**src/rtl/vwr_pkg.sv**
```systemverilog
package vwr_pkg;
  localparam logic [3:0] CMD_VRAM  = 4'd1;
  localparam logic [3:0] CMD_CRAM  = 4'd3;
  localparam logic [3:0] CMD_VSRAM = 4'd5;

  typedef enum logic [1:0] {
    TAG_WORD = 2'd0,
    TAG_LO   = 2'd1,
    TAG_HI   = 2'd2,
    TAG_RSV  = 2'd3
  } tag_t;

  localparam int SLOT_CLK_WIDE   = 16;
  localparam int SLOT_CLK_NARROW = 20;
endpackage

```
**src/rtl/vwr_due_calc.sv**
```systemverilog
module vwr_due_calc #(
  parameter int CYCLE_W   = 24,
  parameter int LAT_SLOTS = 2
) (
  input  logic [CYCLE_W-1:0] cycle_i,
  input  logic               wide_i,
  output logic [CYCLE_W-1:0] due_o
);
  import vwr_pkg::*;
  localparam int LAT_WIDE   = LAT_SLOTS * SLOT_CLK_WIDE;
  localparam int LAT_NARROW = LAT_SLOTS * SLOT_CLK_NARROW;
  localparam logic [CYCLE_W-1:0] ADD_WIDE   = CYCLE_W'(LAT_WIDE);
  localparam logic [CYCLE_W-1:0] ADD_NARROW = CYCLE_W'(LAT_NARROW);

  always_comb begin
    due_o = cycle_i + (wide_i ? ADD_WIDE : ADD_NARROW);
  end
endmodule

```
**src/rtl/vwr_store.sv**
```systemverilog
module vwr_store #(
  parameter int DEPTH   = 4,
  parameter int CYCLE_W = 24,
  parameter int ADDR_W  = 16
) (
  input  logic               clk,
  input  logic               rst,
  input  logic               push_i,
  input  logic [CYCLE_W-1:0] push_due_i,
  input  logic [ADDR_W-1:0]  push_addr_i,
  input  logic [15:0]        push_val_i,
  input  logic [3:0]         push_cmd_i,
  input  logic [1:0]         push_tag_i,
  input  logic               pop_i,
  output logic [CYCLE_W-1:0] head_due_o,
  output logic [ADDR_W-1:0]  head_addr_o,
  output logic [15:0]        head_val_o,
  output logic [3:0]         head_cmd_o,
  output logic [1:0]         head_tag_o,
  output logic               empty_o,
  output logic               full_o
);
  localparam int PW = (DEPTH > 1) ? $clog2(DEPTH) : 1;
  localparam logic [PW-1:0] PTR_ONE = PW'(1);

  logic [CYCLE_W-1:0] due_mem  [DEPTH];
  logic [ADDR_W-1:0]  addr_mem [DEPTH];
  logic [15:0]        val_mem  [DEPTH];
  logic [3:0]         cmd_mem  [DEPTH];
  logic [1:0]         tag_mem  [DEPTH];

  logic [PW-1:0] wr_q, rd_q;
  logic          empty_q;
  logic          push_ok;
  logic [PW-1:0] rd_inc;

  assign full_o  = !empty_q && (wr_q == rd_q);
  assign empty_o = empty_q;
  assign push_ok = push_i && !full_o;
  assign rd_inc  = rd_q + PTR_ONE;

  // entry storage: single write port, no reset, so it maps onto RAM
  always_ff @(posedge clk) begin
    if (push_ok) begin
      due_mem[wr_q]  <= push_due_i;
      addr_mem[wr_q] <= push_addr_i;
      val_mem[wr_q]  <= push_val_i;
      cmd_mem[wr_q]  <= push_cmd_i;
      tag_mem[wr_q]  <= push_tag_i;
    end
  end

  assign head_due_o  = due_mem[rd_q];
  assign head_addr_o = addr_mem[rd_q];
  assign head_val_o  = val_mem[rd_q];
  assign head_cmd_o  = cmd_mem[rd_q];
  assign head_tag_o  = tag_mem[rd_q];

  always_ff @(posedge clk) begin
    if (rst) begin
      wr_q    <= '0;
      rd_q    <= '0;
      empty_q <= 1'b1;
    end else begin
      if (push_ok) wr_q <= wr_q + PTR_ONE;
      if (push_ok && empty_q) begin
        rd_q    <= wr_q;
        empty_q <= 1'b0;
      end else if (pop_i) begin
        rd_q <= rd_inc;
        if (!push_ok && (rd_inc == wr_q)) empty_q <= 1'b1;
      end
    end
  end

  AST_FULL_REFUSE: assert property (@(posedge clk) disable iff (rst)
    (full_o && push_i) |=> $stable(wr_q));
  AST_PUSH_FILLS: assert property (@(posedge clk) disable iff (rst)
    (push_i && !full_o) |=> !empty_o);
  AST_NO_POP_EMPTY: assert property (@(posedge clk) disable iff (rst)
    empty_q |-> !pop_i);
endmodule

```
**src/rtl/vwr_drain.sv**
```systemverilog
module vwr_drain #(
  parameter int CYCLE_W    = 24,
  parameter int ADDR_W     = 16,
  parameter int CRAM_SIZE  = 64,
  parameter int VSRAM_SIZE = 40
) (
  input  logic                         clk,
  input  logic                         rst,
  input  logic                         slot_i,
  input  logic [CYCLE_W-1:0]           cycle_i,
  input  logic                         empty_i,
  input  logic [CYCLE_W-1:0]           head_due_i,
  input  logic [ADDR_W-1:0]            head_addr_i,
  input  logic [15:0]                  head_val_i,
  input  logic [3:0]                   head_cmd_i,
  input  logic [1:0]                   head_tag_i,
  output logic                         pop_o,
  output logic                         vram_we_o,
  output logic [ADDR_W-1:0]            vram_addr_o,
  output logic [7:0]                   vram_data_o,
  output logic                         cram_we_o,
  output logic [$clog2(CRAM_SIZE)-1:0] cram_addr_o,
  output logic [15:0]                  cram_data_o,
  output logic                         vsram_we_o,
  output logic [5:0]                   vsram_addr_o,
  output logic [15:0]                  vsram_data_o
);
  import vwr_pkg::*;
  localparam int CAW = $clog2(CRAM_SIZE);
  localparam logic [6:0] VS_LIMIT = 7'(VSRAM_SIZE);

  logic [CYCLE_W-1:0] wait_diff;
  logic               due_ok;
  logic               hi_done_q;
  logic               set_hi;
  logic [CAW-1:0]     cram_idx;
  logic [5:0]         vs_idx;
  logic               vram_w, cram_w, vs_w;
  logic [ADDR_W-1:0]  vram_a;
  logic [7:0]         vram_d;

  // wrap-safe "cycle reached due" test: sign of the difference
  assign wait_diff = cycle_i - head_due_i;
  assign due_ok    = slot_i && !empty_i && !wait_diff[CYCLE_W-1];
  assign cram_idx  = head_addr_i[CAW:1];
  assign vs_idx    = head_addr_i[6:1];

  always_comb begin
    pop_o  = 1'b0;
    set_hi = 1'b0;
    vram_w = 1'b0;
    cram_w = 1'b0;
    vs_w   = 1'b0;
    vram_a = head_addr_i;
    vram_d = head_val_i[15:8];
    if (due_ok) begin
      unique case (head_cmd_i)
        CMD_VRAM: begin
          vram_w = 1'b1;
          if (head_tag_i == TAG_WORD && !hi_done_q) begin
            set_hi = 1'b1;
          end else begin
            vram_a = head_addr_i ^ ADDR_W'(1);
            vram_d = (head_tag_i == TAG_HI) ? head_val_i[15:8] : head_val_i[7:0];
            pop_o  = 1'b1;
          end
        end
        CMD_CRAM: begin
          cram_w = 1'b1;
          pop_o  = 1'b1;
        end
        CMD_VSRAM: begin
          vs_w  = ({1'b0, vs_idx} < VS_LIMIT);
          pop_o = 1'b1;
        end
        default: pop_o = 1'b1;
      endcase
    end
  end

  always_ff @(posedge clk) begin
    if (rst)         hi_done_q <= 1'b0;
    else if (pop_o)  hi_done_q <= 1'b0;
    else if (set_hi) hi_done_q <= 1'b1;
  end

  always_ff @(posedge clk) begin
    if (rst) begin
      vram_we_o    <= 1'b0;
      vram_addr_o  <= '0;
      vram_data_o  <= '0;
      cram_we_o    <= 1'b0;
      cram_addr_o  <= '0;
      cram_data_o  <= '0;
      vsram_we_o   <= 1'b0;
      vsram_addr_o <= '0;
      vsram_data_o <= '0;
    end else begin
      vram_we_o    <= vram_w;
      vram_addr_o  <= vram_a;
      vram_data_o  <= vram_d;
      cram_we_o    <= cram_w;
      cram_addr_o  <= cram_idx;
      cram_data_o  <= head_val_i;
      vsram_we_o   <= vs_w;
      vsram_addr_o <= vs_idx;
      vsram_data_o <= head_val_i;
    end
  end

  AST_ONE_TARGET: assert property (@(posedge clk) disable iff (rst)
    $onehot0({vram_we_o, cram_we_o, vsram_we_o}));
  AST_WRITE_IN_SLOT: assert property (@(posedge clk) disable iff (rst)
    (vram_we_o || cram_we_o || vsram_we_o) |-> $past(slot_i));
  AST_VSRAM_RANGE: assert property (@(posedge clk) disable iff (rst)
    vsram_we_o |-> ({1'b0, vsram_addr_o} < VS_LIMIT));
  AST_HIGH_THEN_LOW: assert property (@(posedge clk) disable iff (rst)
    (set_hi && !pop_o) |=> hi_done_q);
endmodule

```
**src/rtl/vwr_fifo.sv**
```systemverilog
module vwr_fifo #(
  parameter int DEPTH      = 4,
  parameter int CYCLE_W    = 24,
  parameter int ADDR_W     = 16,
  parameter int LAT_SLOTS  = 2,
  parameter int CRAM_SIZE  = 64,
  parameter int VSRAM_SIZE = 40
) (
  input  logic                         clk,
  input  logic                         rst,
  input  logic [CYCLE_W-1:0]           cycle_i,
  input  logic                         wide_i,
  input  logic                         slot_i,
  input  logic                         push_i,
  input  logic [ADDR_W-1:0]            push_addr_i,
  input  logic [15:0]                  push_val_i,
  input  logic [3:0]                   push_cmd_i,
  input  logic [1:0]                   push_tag_i,
  output logic                         full_o,
  output logic                         empty_o,
  output logic                         vram_we_o,
  output logic [ADDR_W-1:0]            vram_addr_o,
  output logic [7:0]                   vram_data_o,
  output logic                         cram_we_o,
  output logic [$clog2(CRAM_SIZE)-1:0] cram_addr_o,
  output logic [15:0]                  cram_data_o,
  output logic                         vsram_we_o,
  output logic [5:0]                   vsram_addr_o,
  output logic [15:0]                  vsram_data_o
);
  logic [CYCLE_W-1:0] push_due;
  logic [CYCLE_W-1:0] head_due;
  logic [ADDR_W-1:0]  head_addr;
  logic [15:0]        head_val;
  logic [3:0]         head_cmd;
  logic [1:0]         head_tag;
  logic               pop;
  logic               empty_w;

  vwr_due_calc #(.CYCLE_W(CYCLE_W), .LAT_SLOTS(LAT_SLOTS)) due_i (
    .cycle_i (cycle_i),
    .wide_i  (wide_i),
    .due_o   (push_due)
  );

  vwr_store #(.DEPTH(DEPTH), .CYCLE_W(CYCLE_W), .ADDR_W(ADDR_W)) store_i (
    .clk         (clk),
    .rst         (rst),
    .push_i      (push_i),
    .push_due_i  (push_due),
    .push_addr_i (push_addr_i),
    .push_val_i  (push_val_i),
    .push_cmd_i  (push_cmd_i),
    .push_tag_i  (push_tag_i),
    .pop_i       (pop),
    .head_due_o  (head_due),
    .head_addr_o (head_addr),
    .head_val_o  (head_val),
    .head_cmd_o  (head_cmd),
    .head_tag_o  (head_tag),
    .empty_o     (empty_w),
    .full_o      (full_o)
  );

  assign empty_o = empty_w;

  vwr_drain #(.CYCLE_W(CYCLE_W), .ADDR_W(ADDR_W), .CRAM_SIZE(CRAM_SIZE),
              .VSRAM_SIZE(VSRAM_SIZE)) drain_i (
    .clk          (clk),
    .rst          (rst),
    .slot_i       (slot_i),
    .cycle_i      (cycle_i),
    .empty_i      (empty_w),
    .head_due_i   (head_due),
    .head_addr_i  (head_addr),
    .head_val_i   (head_val),
    .head_cmd_i   (head_cmd),
    .head_tag_i   (head_tag),
    .pop_o        (pop),
    .vram_we_o    (vram_we_o),
    .vram_addr_o  (vram_addr_o),
    .vram_data_o  (vram_data_o),
    .cram_we_o    (cram_we_o),
    .cram_addr_o  (cram_addr_o),
    .cram_data_o  (cram_data_o),
    .vsram_we_o   (vsram_we_o),
    .vsram_addr_o (vsram_addr_o),
    .vsram_data_o (vsram_data_o)
  );

  AST_FULL_NOT_EMPTY: assert property (@(posedge clk) disable iff (rst)
    !(full_o && empty_o));
endmodule

```
**config.mk**
```make
export PLATFORM = sky130hd
export DESIGN_NAME = vwr_fifo
export DESIGN_NICKNAME = d
export VERILOG_FILES = /design/src/rtl/vwr_pkg.sv /design/src/rtl/vwr_due_calc.sv /design/src/rtl/vwr_store.sv /design/src/rtl/vwr_drain.sv /design/src/rtl/vwr_fifo.sv
export SDC_FILE = /design/constraint.sdc
export NUM_CORES = 1
export LEC_CHECK = 0
export CAP_MARGIN = 0
export CORE_MARGIN = 2
export CORE_UTILIZATION = 23
export CTS_CLUSTER_SIZE = 10
export DETAILED_ROUTE_END_ITERATION = 8
export PLACE_DENSITY = 0.48
export SETUP_SLACK_MARGIN = 0.3
export SLEW_MARGIN = 20
export SYNTH_ARGS = -nofsm -noshare
export SYNTH_HDL_FRONTEND = slang
export SYNTH_HIERARCHICAL = 1
export SYNTH_SLANG_ARGS = --single-unit
```
**constraint.sdc**
```tcl
create_clock -name clk -period 4.05 [get_ports clk]
set_input_delay 0.6075 -clock clk [delete_from_list [all_inputs] [get_ports clk]]
set_output_delay 0.6075 -clock clk [all_outputs]
set_load 0.02 [all_outputs]
```
==> impl_metrics.ini, run 1 <==
[detailed_routing]
vias = 6158
wl_um = 26700
wire_per_inst_um = 17.5
ant_nets = 0
drcViolationCount = 0
avgViaCountPerCell = 4.02
drtIter0Drc = 217
drt-pass1-iter-count = 4

[clock_network]
clk_path_buf_depth = 3
clk_latency_ns = 0.53
numCtsBuffers = 38
cts_tree = built
cts.sinks = 299
clk_pin_slew_ns = 0.05
cts_root_buffer = clkbuf_16
htreeDepth = 2
ctsHoldBuffers = 0

[layout]
nNetsFinal = 918
nFillCells = 5172
num_antenna_cells = 0
finalNonFillerCells = 1530
syn_to_final_growth_pct = 28.7
final_layout_size_suffix_gt1_share_pct = 20.8

[global_routing]
antenna_found_initial = 2
grtUsageMet3_pct = 2.80
grt_max_degree = 42
grt_pass1_wl_um = 40100
grt_pass1_vias = 6688
grt_usage_pct = 10.1
met2_usage_pct = 16.6
use_met1_pct = 12.5
busiest_layer = met2
grt-ovfl-total = 0

[sta]
worstMarginPinSlew_ns = 0.787
setup_violations = 0
hold_viol = 0
fmax_mhz = 277
rsz0062_at_grt = false
min_period_ns = 3.61
whs_ns = 0.496
skew_ns = 0.0149
slew_headroom_pct = 47.5
tns_ns = 0
drv_slew = 0
period_share_pct = 89.1

[yosys]
synth_edf_count = 248
synth_top_area_share_pct = 62.3
synthCells = 658
synth_area_per_cell_sq_um = 18.2
synth_area_leader_cell = edfxtp_1
synth-seq-cells = 299
synth_cell_types = 49
synthTopCellsByCount = 248 x edfxtp_1, 62 x mux4_2, 51 x dfxtp_1
synth_most_common_cell = edfxtp_1
async_flop_share_pct = 0
synth_ff_type = edfxtp_1
synth_area_leaders = edfxtp_1 62%, mux4_2 12%, dfxtp_1 8.5%
ys_seq_area_share_pct = 70.8
synthesis.nets = 753
synth_area_sq_mm = 0.0120
yosysWarnings = 6

[critical_path]
worstSetupPathType = reg -> reg
cp-start-kind = register
worstSetupEndpointType = register
path_max_fanout = 8
worstPathRequired_ns = 4.46
max_stage_delay_ns = 0.50
cp_cell_sequence = buf_12 -> mux4_2 -> inv_2 -> ha_1 -> and3_2 -> a221o_1 -> a31oi_4 -> o41ai_4 -> or3_1 -> a2111o_1 -> buf_12 -> mux2_4
cp_num_buf_inv = 3
worstPathArrival_ns = 4.02
cpMostUsedCell = buf_12
crit_slowest_cell = mux4_2
critPathTopFamily = compound AO/OA/AOI/OAI gates

[power]
cellPowerDensity_mw_per_mm2 = 520
ir_worst_vdd_v = 0.000254
p_leak_nw = 5.14
power.total_mw = 8.01

[floorplanning]
start_util_pct = 23.3
die_area_sq_mm = 0.0538
num_rows = 83
io_pins = 140
core_area_sq_mm = 0.0513
fp.dieH_um = 232
die_w_um = 232

[flow_run]
drv_cap = 0

[placement]
placed_cells = 1459
dp_hpwl_um = 16900
place_congestion = 0.690
io_buffers = 139

[min_path]
min_path_type = reg -> reg

[outcome]
status = complete, no violations
## flip-flops by register name, indices dropped and copies added, names as in the netlist, 2 cells and up, named ones only
register,cells
store_i/cmd_mem,16
drain_i/vram_addr_o,16
store_i/wr_q,2
drain_i/vram_data_o,8
store_i/rd_q,2
store_i/due_mem,96
store_i/tag_mem,8
drain_i/vsram_data_o,16
store_i/addr_mem,64
store_i/val_mem,64
## final cells by class
type	count	area [sq um]	area share, %
sequential	299	8480	55.1
multi-input combinational	275	3090	20.1
timing repair buffer	176	1710	11.1
clock buffer	60	1100	7.12
tap	680	851	5.53
inverter	33	124	0.805
clock inverter	7	37.5	0.244
## tightest hold or removal path: cells and delay by family, from the launching register on
family	cells	cell delay [ns]
simple gates	1	0.07
compound gates	1	0.06
flops	1	0.32
## what timing repair did
action	4_1_cts	5_1_grt
gates resized for setup	3	9
setup endpoints to repair	12	12
buffers inserted	2	2
pin swaps	1	5
## per-stage QoR
stage	instance area (sq um)	utilization, %	setup WS, ns
CTS	15300	29.9	0.304
global placement	14200	27.6	0.187
floorplan	12000	-	0.0362
global route	15400	30.0	0.293
finish	15400	30.0	0.443
detailed placement	14200	27.6	0.158
## cells by family (layout without fill, tap and decap cells)
kind of cell	count (synthesis)	after routing	synth area share (%)
AOI/OAI and AO/OA	37	37	1.91
muxes	74	74	13.1
adders and majority gates	28	28	2.93
and+or+nand+nor	112	112	5.57
DFF	299	299	70.8
buffers and inverters	84	276	3.94
xor gates and xnor gates	24	24	1.76
## report_power, final
| part | internal [mW] | switching, mW |
|---|---|---|
| clock | 1.85 | 1.22 |
| sequential | 3.62 | 0.0814 |
| combinational | 0.593 | 0.648 |
| total | 6.06 | 1.94 |
## cells in the final DEF (no fill, tap or decap), types with 4 or more instances in the layout
cell / synthesis / final
xor2_1: 8 / 8
mux2_4: 8 / 8
xnor2_1: 16 / 16
ha_1: 28 / 28
nand3_1: 12 / 12
buf_4: 37 / 32
clkbuf_1: 4 / 18
clkdlybuf4s50_1: 0 / 138
mux4_2: 62 / 62
nor4_1: 5 / 5
nand4_1: 4 / 4
nor2_1: 13 / 9
nand2_1: 16 / 16
clkbuf_16: 0 / 40
nand2b_1: 4 / 4
edfxtp_1: 248 / 248
nor2b_1: 37 / 37
o21ai_0: 10 / 8
nor2_4: 0 / 4
dfxtp_1: 51 / 49
a21oi_1: 16 / 16
inv_1: 33 / 32
## final timing paths
path	startpoint	endpoint	slack (ns)	cells past startpoint
worst min-delay path	drain_i/hi_done_q	drain_i/hi_done_q	0.50	2
worst max-delay path	register	drain_i/vram_data_o[1]	0.44	12
worst min register to register	drain_i/hi_done_q	drain_i/hi_done_q	0.50	2
worst max register to register	register	drain_i/vram_data_o[1]	0.44	12
## routing by layer
layer	share of wire (%)	routed length (um)	vias to the layer above
met5	0.086	23	-
met4	2.4	636	4
met3	5.2	1400	50
met2	48	12800	127
met1	44	11900	3130
li1	-	-	2847
(Power assumes the default switching activity.)
==> inputs of run 2 (changes only) <==
--- a/config.mk
+++ b/config.mk
@@ -6,7 +6,8 @@
 export NUM_CORES = 1
 export LEC_CHECK = 0
 export CAP_MARGIN = 0
-export CORE_MARGIN = 2
+export CORE_ASPECT_RATIO = 0.8
+export CORE_MARGIN = 1
 export CORE_UTILIZATION = 23
 export CTS_CLUSTER_SIZE = 10
 export DETAILED_ROUTE_END_ITERATION = 8
==> impl_metrics.ini, run 2 (same netlist as run 1, synthesis figures left out) <==
[layout]
reg.largest.list = store_i/due_mem: 96 flops, store_i/addr_mem: 64 flops, store_i/val_mem: 64 flops
nFillCells = 4992
layout_common_cells = 248 x edfxtp_1, 138 x clkdlybuf4s50_1, 62 x mux4_2
layout_commonest_cell = edfxtp_1
regArea_sq_mm = 0.00848
nNetsFinal = 917
top_register = store_i/due_mem
largest_reg_flops = 96
final_layout_size_suffix_gt1_share_pct = 20.6
syn_to_final_growth_pct = 29.4
num_antenna_cells = 0
multi_input_area_sq_mm = 0.00309

[floorplanning]
fp.dieH_um = 206
start_util_pct = 23.3
die_area_sq_mm = 0.0529
core_area_sq_mm = 0.0512
io_pins = 140
die_w_um = 257
num_rows = 74

[detailed_routing]
avgViaCountPerCell = 3.99
drt-pass1-iter-count = 4
drtIter0Drc = 277
wire_per_inst_um = 17.1
ant_nets = 0
wl_um = 26200
drcViolationCount = 0
vias = 6131

[min_path]
min_path_type = reg -> reg
hold_depth = 2
min_to = drain_i/hi_done_q
min_from = drain_i/hi_done_q

[critical_path]
cp_cell_sequence = buf_6 -> mux4_2 -> inv_1 -> ha_1 -> and3_2 -> a221o_1 -> a31oi_4 -> o41ai_4 -> or3_1 -> a2111o_1 -> buf_12 -> mux2_4
worstPathRequired_ns = 4.45
reg2reg_slack_ns = 0.41
max_stage_delay_ns = 0.51
cp-start-kind = register
path_max_fanout = 8
worstSetupPathType = reg -> reg
worstSetupEndpointType = register
worstReg2RegEnd = drain_i/vram_data_o[5]
crit_slowest_cell = mux4_2
ff2ff_path_depth = 12
worstPathArrival_ns = 4.04

[sta]
period_share_pct = 89.9
min_period_ns = 3.64
drv_slew = 0
slew_headroom_pct = 47.5
setup_ws_ns = 0.407
whs_ns = 0.494
skew_ns = 0.0146
fmax_mhz = 275
tns_ns = 0
rsz0062_at_grt = false
hold_viol = 0
setup_violations = 0
worstMarginPinSlew_ns = 0.788

[power]
cellPowerDensity_mw_per_mm2 = 521
p_leak_nw = 5.17
ir_worst_vdd_v = 0.000213
power.total_mw = 8.07

[clock_network]
cts_tree = built
clk_pin_slew_ns = 0.05
clk_latency_ns = 0.52
htreeDepth = 2
clk_path_buf_depth = 3
cts.sinks = 299
cts_root_buffer = clkbuf_16
numCtsBuffers = 37

[placement]
io_buffers = 139
dp_slack_ns = 0.204
place_congestion = 0.719
dp_hpwl_um = 16800

[global_routing]
antenna_found_initial = 1
grt-ovfl-total = 0
grt_max_degree = 63
grt_usage_pct = 10.0
grt_pass1_wl_um = 39700
grt_pass1_vias = 6414

[outcome]
status = complete, no violations

[flow_run]
drv_cap = 0
run 2: cell count changes in the layout (fill, tap and decap cells not counted), moves of 2 or more:
| cell | delta |
|---|---|
| clkinv_1 | -3 |
| buf_12 | +2 |
| clkbuf_1 | +5 |
| buf_4 | -4 |
| bufinv_16 | +2 |
run 2: through the flow:
step	util [%]	cell area, sq um	cells
2_1_floorplan	-	12000	658
3_3_place_gp	27.8	14200	1465
3_5_place_dp	27.8	14200	1465
4_1_cts	30.0	15400	1533
5_1_grt	30.2	15500	1535
6_report	30.2	15500	1535
run 2: metal layers:
metal,track usage (%),vias to the layer above,wire length [um]
met1,13.8,3087,12400
met2,15.3,139,11800
li1,-,2857,-
met5,0,-,17
met3,2.71,46,1410
met4,3.00,2,556
run 2: final cells by class:
type | instances | area share, %
Sequential cell | 299 | 54.8
Inverter | 33 | 0.801
Timing Repair Buffer | 176 | 11.5
Tap cell | 684 | 5.53
Clock buffer | 63 | 6.96
Multi-Input combinational cell | 275 | 19.9
Clock inverter | 5 | 0.510
run 2: critical path: cells and delay by family, from the launching register on:
family / cells / cell delay, ns
simple gates: 2 / 0.62
compound gates: 4 / 1.06
flops: 1 / 0.39
mux: 2 / 0.80
fa+ha+maj: 1 / 0.23
buf+inv: 3 / 0.41
run 2: timing repair:
| item | CTS | global route |
|---|---|---|
| resized for setup | 1 | 10 |
| pin swaps | 0 | 5 |
| buffers inserted | 0 | 1 |
| endpoints found under the setup margin | 11 | 13 |
| gates cloned | 0 | 1 |
| hold buffers | 0 | 0 |
run 2: worst max-delay path by stage:
stage | end | startpoint | slack, ns
5_1_grt | register | register | 0.31
3_3_place_gp | register | cycle_i[22] | 0.28
6_report | drain_i/vram_data_o[5] | register | 0.41
3_5_place_dp | register | cycle_i[22] | 0.20
2_1_floorplan | store_i/addr_mem[0][0] | store_i/wr_q[1] | 0.04
4_1_cts | register | register | 0.28
run 2: where the power goes:
group / internal [mW] / switching (mW) / total [mW]
Sequential: 3.62 / 0.0834 / 3.70
Combinational: 0.598 / 0.638 / 1.24
Clock: 1.93 / 1.20 / 3.13
